### config.mk
export PLATFORM = sky130hd
export DESIGN_NAME = ring_station
export DESIGN_NICKNAME = d
export VERILOG_FILES = /design/src/rtl/ring_stn_pkg.sv /design/src/rtl/station_fifo.sv /design/src/rtl/station_lookup.sv /design/src/rtl/station_inject.sv /design/src/rtl/ring_station.sv
export SDC_FILE = /design/constraint.sdc
export NUM_CORES = 1
export LEC_CHECK = 0
export BUFFER_PORTS_ARGS = -buffer_cell sky130_fd_sc_hd__buf_2
export CORE_MARGIN = 10
export CORE_UTILIZATION = 60
export DETAILED_ROUTE_END_ITERATION = 8
export PLACE_DENSITY = 0.92
export SYNTH_ARGS = -nofsm -noshare
export SYNTH_HDL_FRONTEND = slang
export SYNTH_HIERARCHICAL = 1
export SYNTH_SLANG_ARGS = --single-unit
### constraint.sdc
create_clock -name clk -period 4.4 [get_ports clk]
set_input_delay 0.44 -clock clk [delete_from_list [all_inputs] [get_ports clk]]
set_output_delay 0.44 -clock clk [all_outputs]
set_load 0.01 [all_outputs]
### src/rtl/ring_stn_pkg.sv
package ring_stn_pkg;
  typedef enum logic [1:0] {
    STG_IDLE  = 2'd0,
    STG_RING  = 2'd1,
    STG_LOCAL = 2'd2
  } stage_src_e;
endpackage

### src/rtl/station_fifo.sv
module station_fifo #(
  parameter int W     = 8,
  parameter int DEPTH = 2
) (
  input  logic         clk,
  input  logic         rst_n,
  input  logic         push,
  input  logic [W-1:0] push_data,
  input  logic         pop,
  output logic [W-1:0] head,
  output logic         full,
  output logic         empty
);
  localparam int AW = (DEPTH > 1) ? $clog2(DEPTH) : 1;
  localparam int CW = $clog2(DEPTH + 1);

  logic [W-1:0]  mem [DEPTH];
  logic [AW-1:0] wr_ptr, rd_ptr;
  logic [CW-1:0] count;
  logic          do_push, do_pop;

  function automatic logic [AW-1:0] ptr_next(input logic [AW-1:0] p);
    return (p == AW'(DEPTH - 1)) ? '0 : p + AW'(1);
  endfunction

  assign full    = (count == CW'(DEPTH));
  assign empty   = (count == '0);
  assign do_push = push && !full;
  assign do_pop  = pop && !empty;
  assign head    = mem[rd_ptr];

  always_ff @(posedge clk or negedge rst_n) begin
    if (!rst_n) begin
      wr_ptr <= '0;
      rd_ptr <= '0;
      count  <= '0;
    end else begin
      if (do_push) wr_ptr <= ptr_next(wr_ptr);
      if (do_pop)  rd_ptr <= ptr_next(rd_ptr);
      if (do_push && !do_pop)      count <= count + CW'(1);
      else if (do_pop && !do_push) count <= count - CW'(1);
    end
  end

  always_ff @(posedge clk) begin
    if (do_push) mem[wr_ptr] <= push_data;
  end
endmodule

### src/rtl/station_lookup.sv
module station_lookup #(
  parameter int ID_W  = 3,
  parameter int N_ENT = 2,
  parameter logic [N_ENT*ID_W-1:0] TABLE = '0,
  localparam int IW = (N_ENT > 1) ? $clog2(N_ENT) : 1
) (
  input  logic [ID_W-1:0] id,
  output logic            hit,
  output logic [IW-1:0]   idx
);
  always_comb begin
    hit = 1'b0;
    idx = '0;
    for (int e = N_ENT - 1; e >= 0; e--) begin
      if (TABLE[e*ID_W +: ID_W] == id) begin
        hit = 1'b1;
        idx = IW'(e);
      end
    end
  end
endmodule

### src/rtl/station_inject.sv
module station_inject #(
  parameter int N = 2
) (
  input  logic [N-1:0] req,
  output logic [N-1:0] grant,
  output logic         any
);
  function automatic logic [N-1:0] lowest_set(input logic [N-1:0] v);
    return v & (~v + N'(1));
  endfunction

  assign grant = lowest_set(req);
  assign any   = |req;
endmodule

### src/rtl/ring_station.sv
module ring_station
  import ring_stn_pkg::*;
#(
  parameter int ID_W     = 3,
  parameter int PAY_W    = 8,
  parameter int N_TX     = 2,
  parameter int N_RX     = 2,
  parameter int TX_DEPTH = 2,
  parameter int RX_DEPTH = 2,
  parameter logic [N_TX*ID_W-1:0] TX_IDS = {3'd6, 3'd1},
  parameter logic [N_RX*ID_W-1:0] RX_IDS = {3'd3, 3'd5},
  localparam int MSG_W = ID_W + PAY_W,
  localparam int RXI_W = (N_RX > 1) ? $clog2(N_RX) : 1
) (
  input  logic                  clk,
  input  logic                  rst_n,
  input  logic                  ring_in_valid,
  input  logic [MSG_W-1:0]      ring_in_data,
  output logic                  ring_in_ready,
  output logic                  ring_out_valid,
  output logic [MSG_W-1:0]      ring_out_data,
  input  logic                  ring_out_ready,
  input  logic [N_TX-1:0]       tx_enq,
  input  logic [N_TX*PAY_W-1:0] tx_data,
  output logic [N_TX-1:0]       tx_full,
  input  logic [N_RX-1:0]       rx_deq,
  output logic [N_RX*PAY_W-1:0] rx_first,
  output logic [N_RX-1:0]       rx_not_empty
);
  // Named internal events, brought out for the checker.
  logic [ID_W-1:0]  in_id;
  logic [PAY_W-1:0] in_pay;
  logic             hit;
  logic [RXI_W-1:0] hit_idx;
  logic [N_RX-1:0]  rx_full;
  logic [N_RX-1:0]  rx_empty;
  logic             rx_full_sel;
  logic             fwd_req;
  logic             stage_free;
  logic             fwd_take;
  logic             deliver_take;
  logic             local_take;
  logic [N_TX-1:0]  tx_empty;
  logic [N_TX-1:0]  tx_grant;
  logic             tx_any;
  logic [MSG_W-1:0] tx_word [N_TX];
  logic [MSG_W-1:0] local_word;
  stage_src_e       stage_src;

  logic             stg_v;
  logic [MSG_W-1:0] stg_d;

  function automatic logic [ID_W-1:0] tag_of(input logic [MSG_W-1:0] w);
    return w[MSG_W-1 -: ID_W];
  endfunction

  function automatic logic [PAY_W-1:0] payload_of(input logic [MSG_W-1:0] w);
    return w[PAY_W-1:0];
  endfunction

  assign in_id  = tag_of(ring_in_data);
  assign in_pay = payload_of(ring_in_data);

  station_lookup #(
    .ID_W (ID_W),
    .N_ENT(N_RX),
    .TABLE(RX_IDS)
  ) u_lookup (
    .id (in_id),
    .hit(hit),
    .idx(hit_idx)
  );

  assign stage_free   = !stg_v || ring_out_ready;
  assign rx_full_sel  = rx_full[hit_idx];
  assign fwd_req      = ring_in_valid && !hit;
  assign fwd_take     = fwd_req && stage_free;
  assign deliver_take = ring_in_valid && hit && !rx_full_sel;
  assign ring_in_ready = hit ? !rx_full_sel : stage_free;

  // Local receivers.
  generate
    for (genvar r = 0; r < N_RX; r++) begin : g_rx
      logic rx_push;
      assign rx_push = deliver_take && (hit_idx == RXI_W'(r));
      station_fifo #(
        .W    (PAY_W),
        .DEPTH(RX_DEPTH)
      ) u_rxq (
        .clk      (clk),
        .rst_n    (rst_n),
        .push     (rx_push),
        .push_data(in_pay),
        .pop      (rx_deq[r]),
        .head     (rx_first[r*PAY_W +: PAY_W]),
        .full     (rx_full[r]),
        .empty    (rx_empty[r])
      );
      assign rx_not_empty[r] = !rx_empty[r];
    end
  endgenerate

  // Local senders.
  generate
    for (genvar t = 0; t < N_TX; t++) begin : g_tx
      logic [PAY_W-1:0] tx_head;
      logic             tx_pop;
      assign tx_pop = local_take && tx_grant[t];
      station_fifo #(
        .W    (PAY_W),
        .DEPTH(TX_DEPTH)
      ) u_txq (
        .clk      (clk),
        .rst_n    (rst_n),
        .push     (tx_enq[t]),
        .push_data(tx_data[t*PAY_W +: PAY_W]),
        .pop      (tx_pop),
        .head     (tx_head),
        .full     (tx_full[t]),
        .empty    (tx_empty[t])
      );
      assign tx_word[t] = {TX_IDS[t*ID_W +: ID_W], tx_head};
    end
  endgenerate

  station_inject #(
    .N(N_TX)
  ) u_inject (
    .req  (~tx_empty),
    .grant(tx_grant),
    .any  (tx_any)
  );

  assign local_take = tx_any && stage_free && !fwd_req;

  always_comb begin
    local_word = '0;
    for (int t = 0; t < N_TX; t++) begin
      if (tx_grant[t]) local_word = local_word | tx_word[t];
    end
  end

  always_comb begin
    if (fwd_take)        stage_src = STG_RING;
    else if (local_take) stage_src = STG_LOCAL;
    else                 stage_src = STG_IDLE;
  end

  // One-entry ring stage.
  always_ff @(posedge clk or negedge rst_n) begin
    if (!rst_n) begin
      stg_v <= 1'b0;
      stg_d <= '0;
    end else if (stage_free) begin
      stg_v <= (stage_src != STG_IDLE);
      case (stage_src)
        STG_RING:  stg_d <= ring_in_data;
        STG_LOCAL: stg_d <= local_word;
        default:   stg_d <= stg_d;
      endcase
    end
  end

  assign ring_out_valid = stg_v;
  assign ring_out_data  = stg_d;
endmodule

-- Word-level counts from Yosys, hierarchy flattened
Memories as Yosys holds them, arrays and structs flattened.
Cells that the tools add are included.
- register bits after elaboration: 28
- bits in writable memories: 64
- bits of input ports: 35
- output and inout bits: 33
- logic and storage cells: 143
- memories kept: 4
- add/sub/neg operators: 17
- magnitude comparators: 1
- equality and inequality tests: 8
- multiplexer cells: 35
- bitwise operators: 5
- reductions and logical operators: 59
- memories (memory ; words ; bits a word ; read ports ; clocked after memory_dff ; wr ports ; RTL line ; source):
    g_rx[0].u_rxq.mem ; 2 ; 8 ; 1 ; 0 ; 1 ; station_fifo.sv:17 ; logic [W-1:0] mem [DEPTH];
    g_rx[1].u_rxq.mem ; 2 ; 8 ; 1 ; 0 ; 1 ; station_fifo.sv:17 ;
    g_tx[0].u_txq.mem ; 2 ; 8 ; 1 ; 0 ; 1 ; station_fifo.sv:17 ;
    g_tx[1].u_txq.mem ; 2 ; 8 ; 1 ; 0 ; 1 ; station_fifo.sv:17 ;
- operators with widths (kind ; number):
    $logic_and 1x1->1 ; 26
    $mux 1 ; 22
    $pmux 11 s2 ; 1
    $logic_not 1->1 ; 20
    $mux 2 ; 10
    $reduce_bool 2->1 ; 6
    $mux 11 ; 1
    $or 11x11->11 ; 1
    $add 2x1->2 const B ; 5
    $eq 2x2->1 const B ; 5
    $mux 9 ; 1
    $add 1x1->1 const B ; 8
    $logic_not 2->1 ; 4
    $sub 2x1->2 const B ; 4
    $not 2->2 ; 2
    $eq 2x3->1 const A ; 1
    $eq 3x3->1 const A ; 1
    $and 2x2->2 ; 1
    $eq 2x1->1 const B ; 1
    $lt 1x2->1 const B ; 1
    $reduce_and 2->1 ; 1
    $reduce_or 2->1 ; 1
    $logic_or 1x1->1 ; 1
    $not 1->1 ; 1

-- Longest topological paths before layout
- word-level depth: 13
- gate-level depth with buffers: 11
- gate-level depth less buffers: 10

-- Cells and area by module
Netlist, hierarchy kept.
- by module, submodules not included (module ; instances ; cells each ; area each (µm²) ; sequential area each (µm²)):
    station_fifo ; 4 ; 44 ; 774.5 ; 580.6
    ring_station ; 1 ; 71 ; 747.0 ; 300.3
    station_lookup ; 1 ; 4 ; 22.5 ; 0.0
    station_inject ; 1 ; 3 ; 20.0 ; 0.0

-- Worst setup path before layout
Ideal clock, no wire load.
- path kind: input-to-reg
- start point: input port ring_in_data[9]
- end point: register g_tx[0].u_txq.count[1]
- library setup time: 0.125 ns
- data arrival time: 1.961 ns
- required time: 4.275 ns
- path slack: 2.314 ns
- cell stages on the path: 11
- buffers on the path: 2
- cell sequence: xor2_1 and2_1 nand2b_1 buf_6 buf_6 and4_1 o21ai_1 ha_1 xor2_1 nor2_1 xor2_1
- word-level cells in the longest chain between the ends: 12
- elaborated cells between the ends (all ways): 15
- classes of those cells: eq/ne: 2; mux: 3; reduce/logical: 10
- ends and longest elaborated chain (item ; RTL line ; source):
    from (decl) ; ring_station.sv:18 ; input logic [MSG_W-1:0] ring_in_data,
    $eq 2x3->1 ; station_lookup.sv:15 ; if (TABLE[e*ID_W +: ID_W] == id) begin
    $mux 1 ; station_lookup.sv:15 ;
    $mux 1 * ; station_lookup.sv:15 ;
    named net hit ; ring_station.sv:33 ; logic hit;
    $logic_not 1->1 * ; ring_station.sv:76 ; assign fwd_req = ring_in_valid && !hit;
    $logic_and 1x1->1 * ; ring_station.sv:76 ;
    $logic_not 1->1 * ; ring_station.sv:134 ; assign local_take = tx_any && stage_free && !fwd_req;
    $logic_and 1x1->1 * ; ring_station.sv:134 ;
    $logic_and 1x1->1 * ; ring_station.sv:108 ; assign tx_pop = local_take && tx_grant[t];
    named net g_tx[0].tx_pop ; ring_station.sv:107 ; logic tx_pop;
    $logic_and 1x1->1 * ; station_fifo.sv:29 ; assign do_pop = pop && !empty;
    $logic_not 1->1 ; station_fifo.sv:40 ; if (do_push && !do_pop) count <= count + CW'(1);
    $logic_and 1x1->1 ; station_fifo.sv:40 ;
    $mux 2 / $reduce_bool 2->1 (equally long branches) ; n/a ;
    to (signal assigned) ; station_fifo.sv:40 ;
    to (signal assigned) ; station_fifo.sv:41 ; else if (do_pop && !do_push) count <= count - CW'(1);
    to (decl) ; station_fifo.sv:19 ; logic [CW-1:0] count;
Mark *: on every way through the listed nets, which the timed path passes. The rest lies on a longest branch.
A chain may end at the register's enable or synchronous reset.

-- Worst setup path after layout
- start point: register g_tx[0].u_txq.count[0]
- end point: register g_tx[1].u_txq.count[1]
- word-level cells in the longest chain between the ends: 10
- elaborated cells between the ends (all ways): 15
- classes of those cells: add/sub: 1; mux: 1; bitwise: 3; reduce/logical: 10
- ends and longest elaborated chain (item ; RTL line ; source):
    $logic_not 2->1 * ; station_fifo.sv:27 ; assign empty = (count == '0);
    named net tx_empty[0] ; ring_station.sv:43 ; logic [N_TX-1:0] tx_empty;
    $not 2->2 * ; ring_station.sv:129 ; .req (~tx_empty),
    $not 2->2 * ; station_inject.sv:9 ; return v & (~v + N'(1));
    $add 2x1->2 * ; station_inject.sv:9 ;
    $and 2x2->2 * ; station_inject.sv:9 ;
    named net tx_grant[1] ; ring_station.sv:44 ; logic [N_TX-1:0] tx_grant;
    $logic_and 1x1->1 * ; ring_station.sv:108 ;
    named net g_tx[1].tx_pop ; ring_station.sv:107 ;
    $logic_and 1x1->1 * ; station_fifo.sv:29 ;
    $logic_not 1->1 ; station_fifo.sv:40 ;
    $logic_and 1x1->1 ; station_fifo.sv:40 ;
    $mux 2 / $reduce_bool 2->1 (equally long branches) ; n/a ;
    to (signal assigned) ; station_fifo.sv:40 ;
    to (signal assigned) ; station_fifo.sv:41 ;
    to (decl) ; station_fifo.sv:19 ;
Marked as above.

==> reports/metrics.yaml <==
start_util: 0.6157
critPathMaxFanout: 12
wl_met2_um: 3746
drc: 0
antenna_found_initial: 0
relSlewSlack: 0.5117
worst_pin_slew_ns: 0.7297
finClkSkew_ns: 0.01028
post_cts.repair.setup_buffers: 0
htreeDepth: 3
syn_inst: 254
grt_usage: 0.1522
yosys_warnings: 6
floorplan.rows: 29
r2r_start: "g_tx[0].u_txq/count[0]"
cts_sinks: 92
drt_wl_total_um: 7497
synth_area_per_cell_um2: 15.31
synth-seq-cells: 92
drv_slew: 0
cts_buffers: 9
final_cells: 401
cts_hold_buffers: 0
synth-simple-area-share: 0.07370
dp_cells: 385
whs_ns: 0.1056
synthAdderAreaFrac: 0.01287
place_hpwl_um: 5643
synth_cell_types: 35
via_per_inst: 5.686
worst_slack_ns: 1.933
fin_crit_ns: 2.467
syn_area_mm2: 0.003887
layout_common_cells: "buf_2 (67), edfxtp_1 (64), mux2_1 (28), dfrtp_1 (28), nor2_1 (15)"
synthToLayoutAreaGrowth_pct: 14.64
synth_top_family_by_area: "multiplexers"
routedWlPerCell_um: 18.70
r2r_slack_ns: 1.93
setup_viol: 0
dp_slack_ns: 1.935
synth-xor-area-share: 0.04731
die_w_um: 100.5
portBuffers: 67
overflow: 0
synth_edf_count: 64
tritoncts: "yes"
period_share: 0.5607
cts-root-buf: "clkbuf_8"
r2r_cells: 8
critPathArrivalTime_ns: 2.75
drive_above_1_share: 0.2870
cap_viol_max_count: 0
dr.pass1.iters: 4
fin_tns_setup_ns: 0
cts_buffer_depth: 2
ios: 68
r2r-end: "g_tx[1].u_txq/count[1]"
path_clk_slew_ns: 0.09
grt_pass1_vias: 2436
dieHeight_um: 100.5
async_reset_ff_frac: 0.3043
fp.coreArea_mm2: 0.006314
fin_nets: 358
drt-initial-drc-count: 165
fmax_mhz: 405.3
dr.max_layer_used: "met4"
ir_drop_v: 0.0004274
wirelength_met1_um: 3053
synth_flop_cell: "edfxtp_1"
critPathKind: "flop to flop"
crit_path_end_kind: "flop"
final.fill_count: 424
gp_congestion: 0.7377
synth-seq-area-share: 0.6746
clk_latency_ns: 0.36
p_leak_uw: 0.001795
synth_compound_area_frac: 0.05375
grt_pass1_wl_um: 11960
status: "finished clean"
antenna_cells: 0
crit_required_ns: 4.68
num_vias: 2280
wl_met3_um: 508
antenna_left: 0
hp-class: "input pin to async pin"
synth.area.mux_share: 0.1033
hold_viol: 0
rsz0062_at_grt: "no"
die_area_mm2: 0.01010
post_cts_resized: 0
synth_nets: 293
final_core_util: 0.7059
power.density_mw_per_mm2: 622.9
final_common_cell: "buf_2"
grt_start_max_net_pins: 29
cp-start-kind: "flop"
-- routing by layer --
layer	vias up	GRT usage
li1	1064	-
met1	1129	0.1671
met2	72	0.2567
met3	15	0.04938
met4	0	0.08043
met5	-	0
-- worst max-delay path, stage by stage (launching register included) --
cell and delay (ns):
dfrtp_1 0.45, nor2_1 0.12, inv_1 0.17, nor2b_1 0.61, and4_1 0.29, o21ai_1 0.11, ha_1 0.33, nor2_1 0.14
xor2_1 0.16
-- per-stage QoR --
| stage | cell area (um2) | power [uW] |
|---|---|---|
| CTS | 4457 | 2798 |
| finish | 4457 | 2776 |
| floorplan | 3887 | 1917 |
| detailed placement | 4230 | 2191 |
| global placement | 4230 | 2144 |
| global route | 4457 | 2930 |
-- final cells by class --
cell class	count	area (um2)	area share
inverters	12	45.04	0.01011
repair buffers	67	335.3	0.07524
multi-input cells	137	1131	0.2538
well taps	77	96.34	0.02162
flip-flops and latches	92	2623	0.5884
clock buffers	15	220.2	0.04941
clock inverters	1	6.256	0.001404
-- cell usage after synthesis (all sizes together) (2+ instances only) --
| cell | count | area [um2] |
|---|---|---|
| edfxtp | 64 | 1922 |
| mux2 | 33 | 371.6 |
| dfrtp | 28 | 700.7 |
| nor2 | 15 | 56.30 |
| inv | 12 | 45.04 |
| xnor2 | 12 | 105.1 |
| buf | 11 | 81.32 |
| xor2 | 9 | 78.83 |
| a22oi | 8 | 60.06 |
| nand2 | 8 | 40.03 |
| nand2b | 8 | 57.55 |
| nand4 | 8 | 50.05 |
| o221a | 8 | 90.09 |
| and3 | 4 | 25.02 |
| ha | 4 | 50.05 |
| o21ai | 4 | 20.02 |
| a2bb2oi | 3 | 26.28 |
| mux2i | 3 | 30.03 |
| and4 | 2 | 17.52 |
| clkbuf | 2 | 7.510 |
| nor2b | 2 | 15.02 |
-- sequential cells by signal (all words and copies together) (netlist names) --
name	cells
g_tx.u_txq/count	4
g_rx.u_rxq/count	4
g_tx.u_txq/mem	32
g_rx.u_rxq/wr_ptr	2
g_rx.u_rxq/mem	32
g_rx.u_rxq/rd_ptr	2
g_tx.u_txq/wr_ptr	2
g_tx.u_txq/rd_ptr	2
ring_out_data	11
ring_out_valid	1
-- cells by family after synthesis --
family,Yosys count
buf+inv,25
xor+xnor,21
flops,92
simple gates,51
compound gates,25
fa+ha+maj,4
mux,36
-- worst max path at each step --
stage | slack, ns | depth (start not counted) | from | to
2_1_floorplan | 2.31 | 11 | ring_in_data[9] | g_tx[0].u_txq/count[1]
3_3_place_gp | 2.06 | 10 | ring_in_data[9] | g_tx[0].u_txq/count[1]
3_5_place_dp | 1.94 | 9 | ring_in_data[9] | g_tx[1].u_txq/count[1]
4_1_cts | 1.94 | 8 | g_tx[0].u_txq/count[0] | g_tx[1].u_txq/count[1]
5_1_grt | 1.77 | 9 | g_tx[0].u_txq/count[0] | g_tx[1].u_txq/count[1]
6_report | 1.93 | 8 | g_tx[0].u_txq/count[0] | g_tx[1].u_txq/count[1]
-- where the power goes --
part | internal (uW) | switching (uW)
logic | 404 | 436
registers | 1150 | 187
clock network | 325 | 276
No activity file was read; power rests on OpenSTA's default activity.
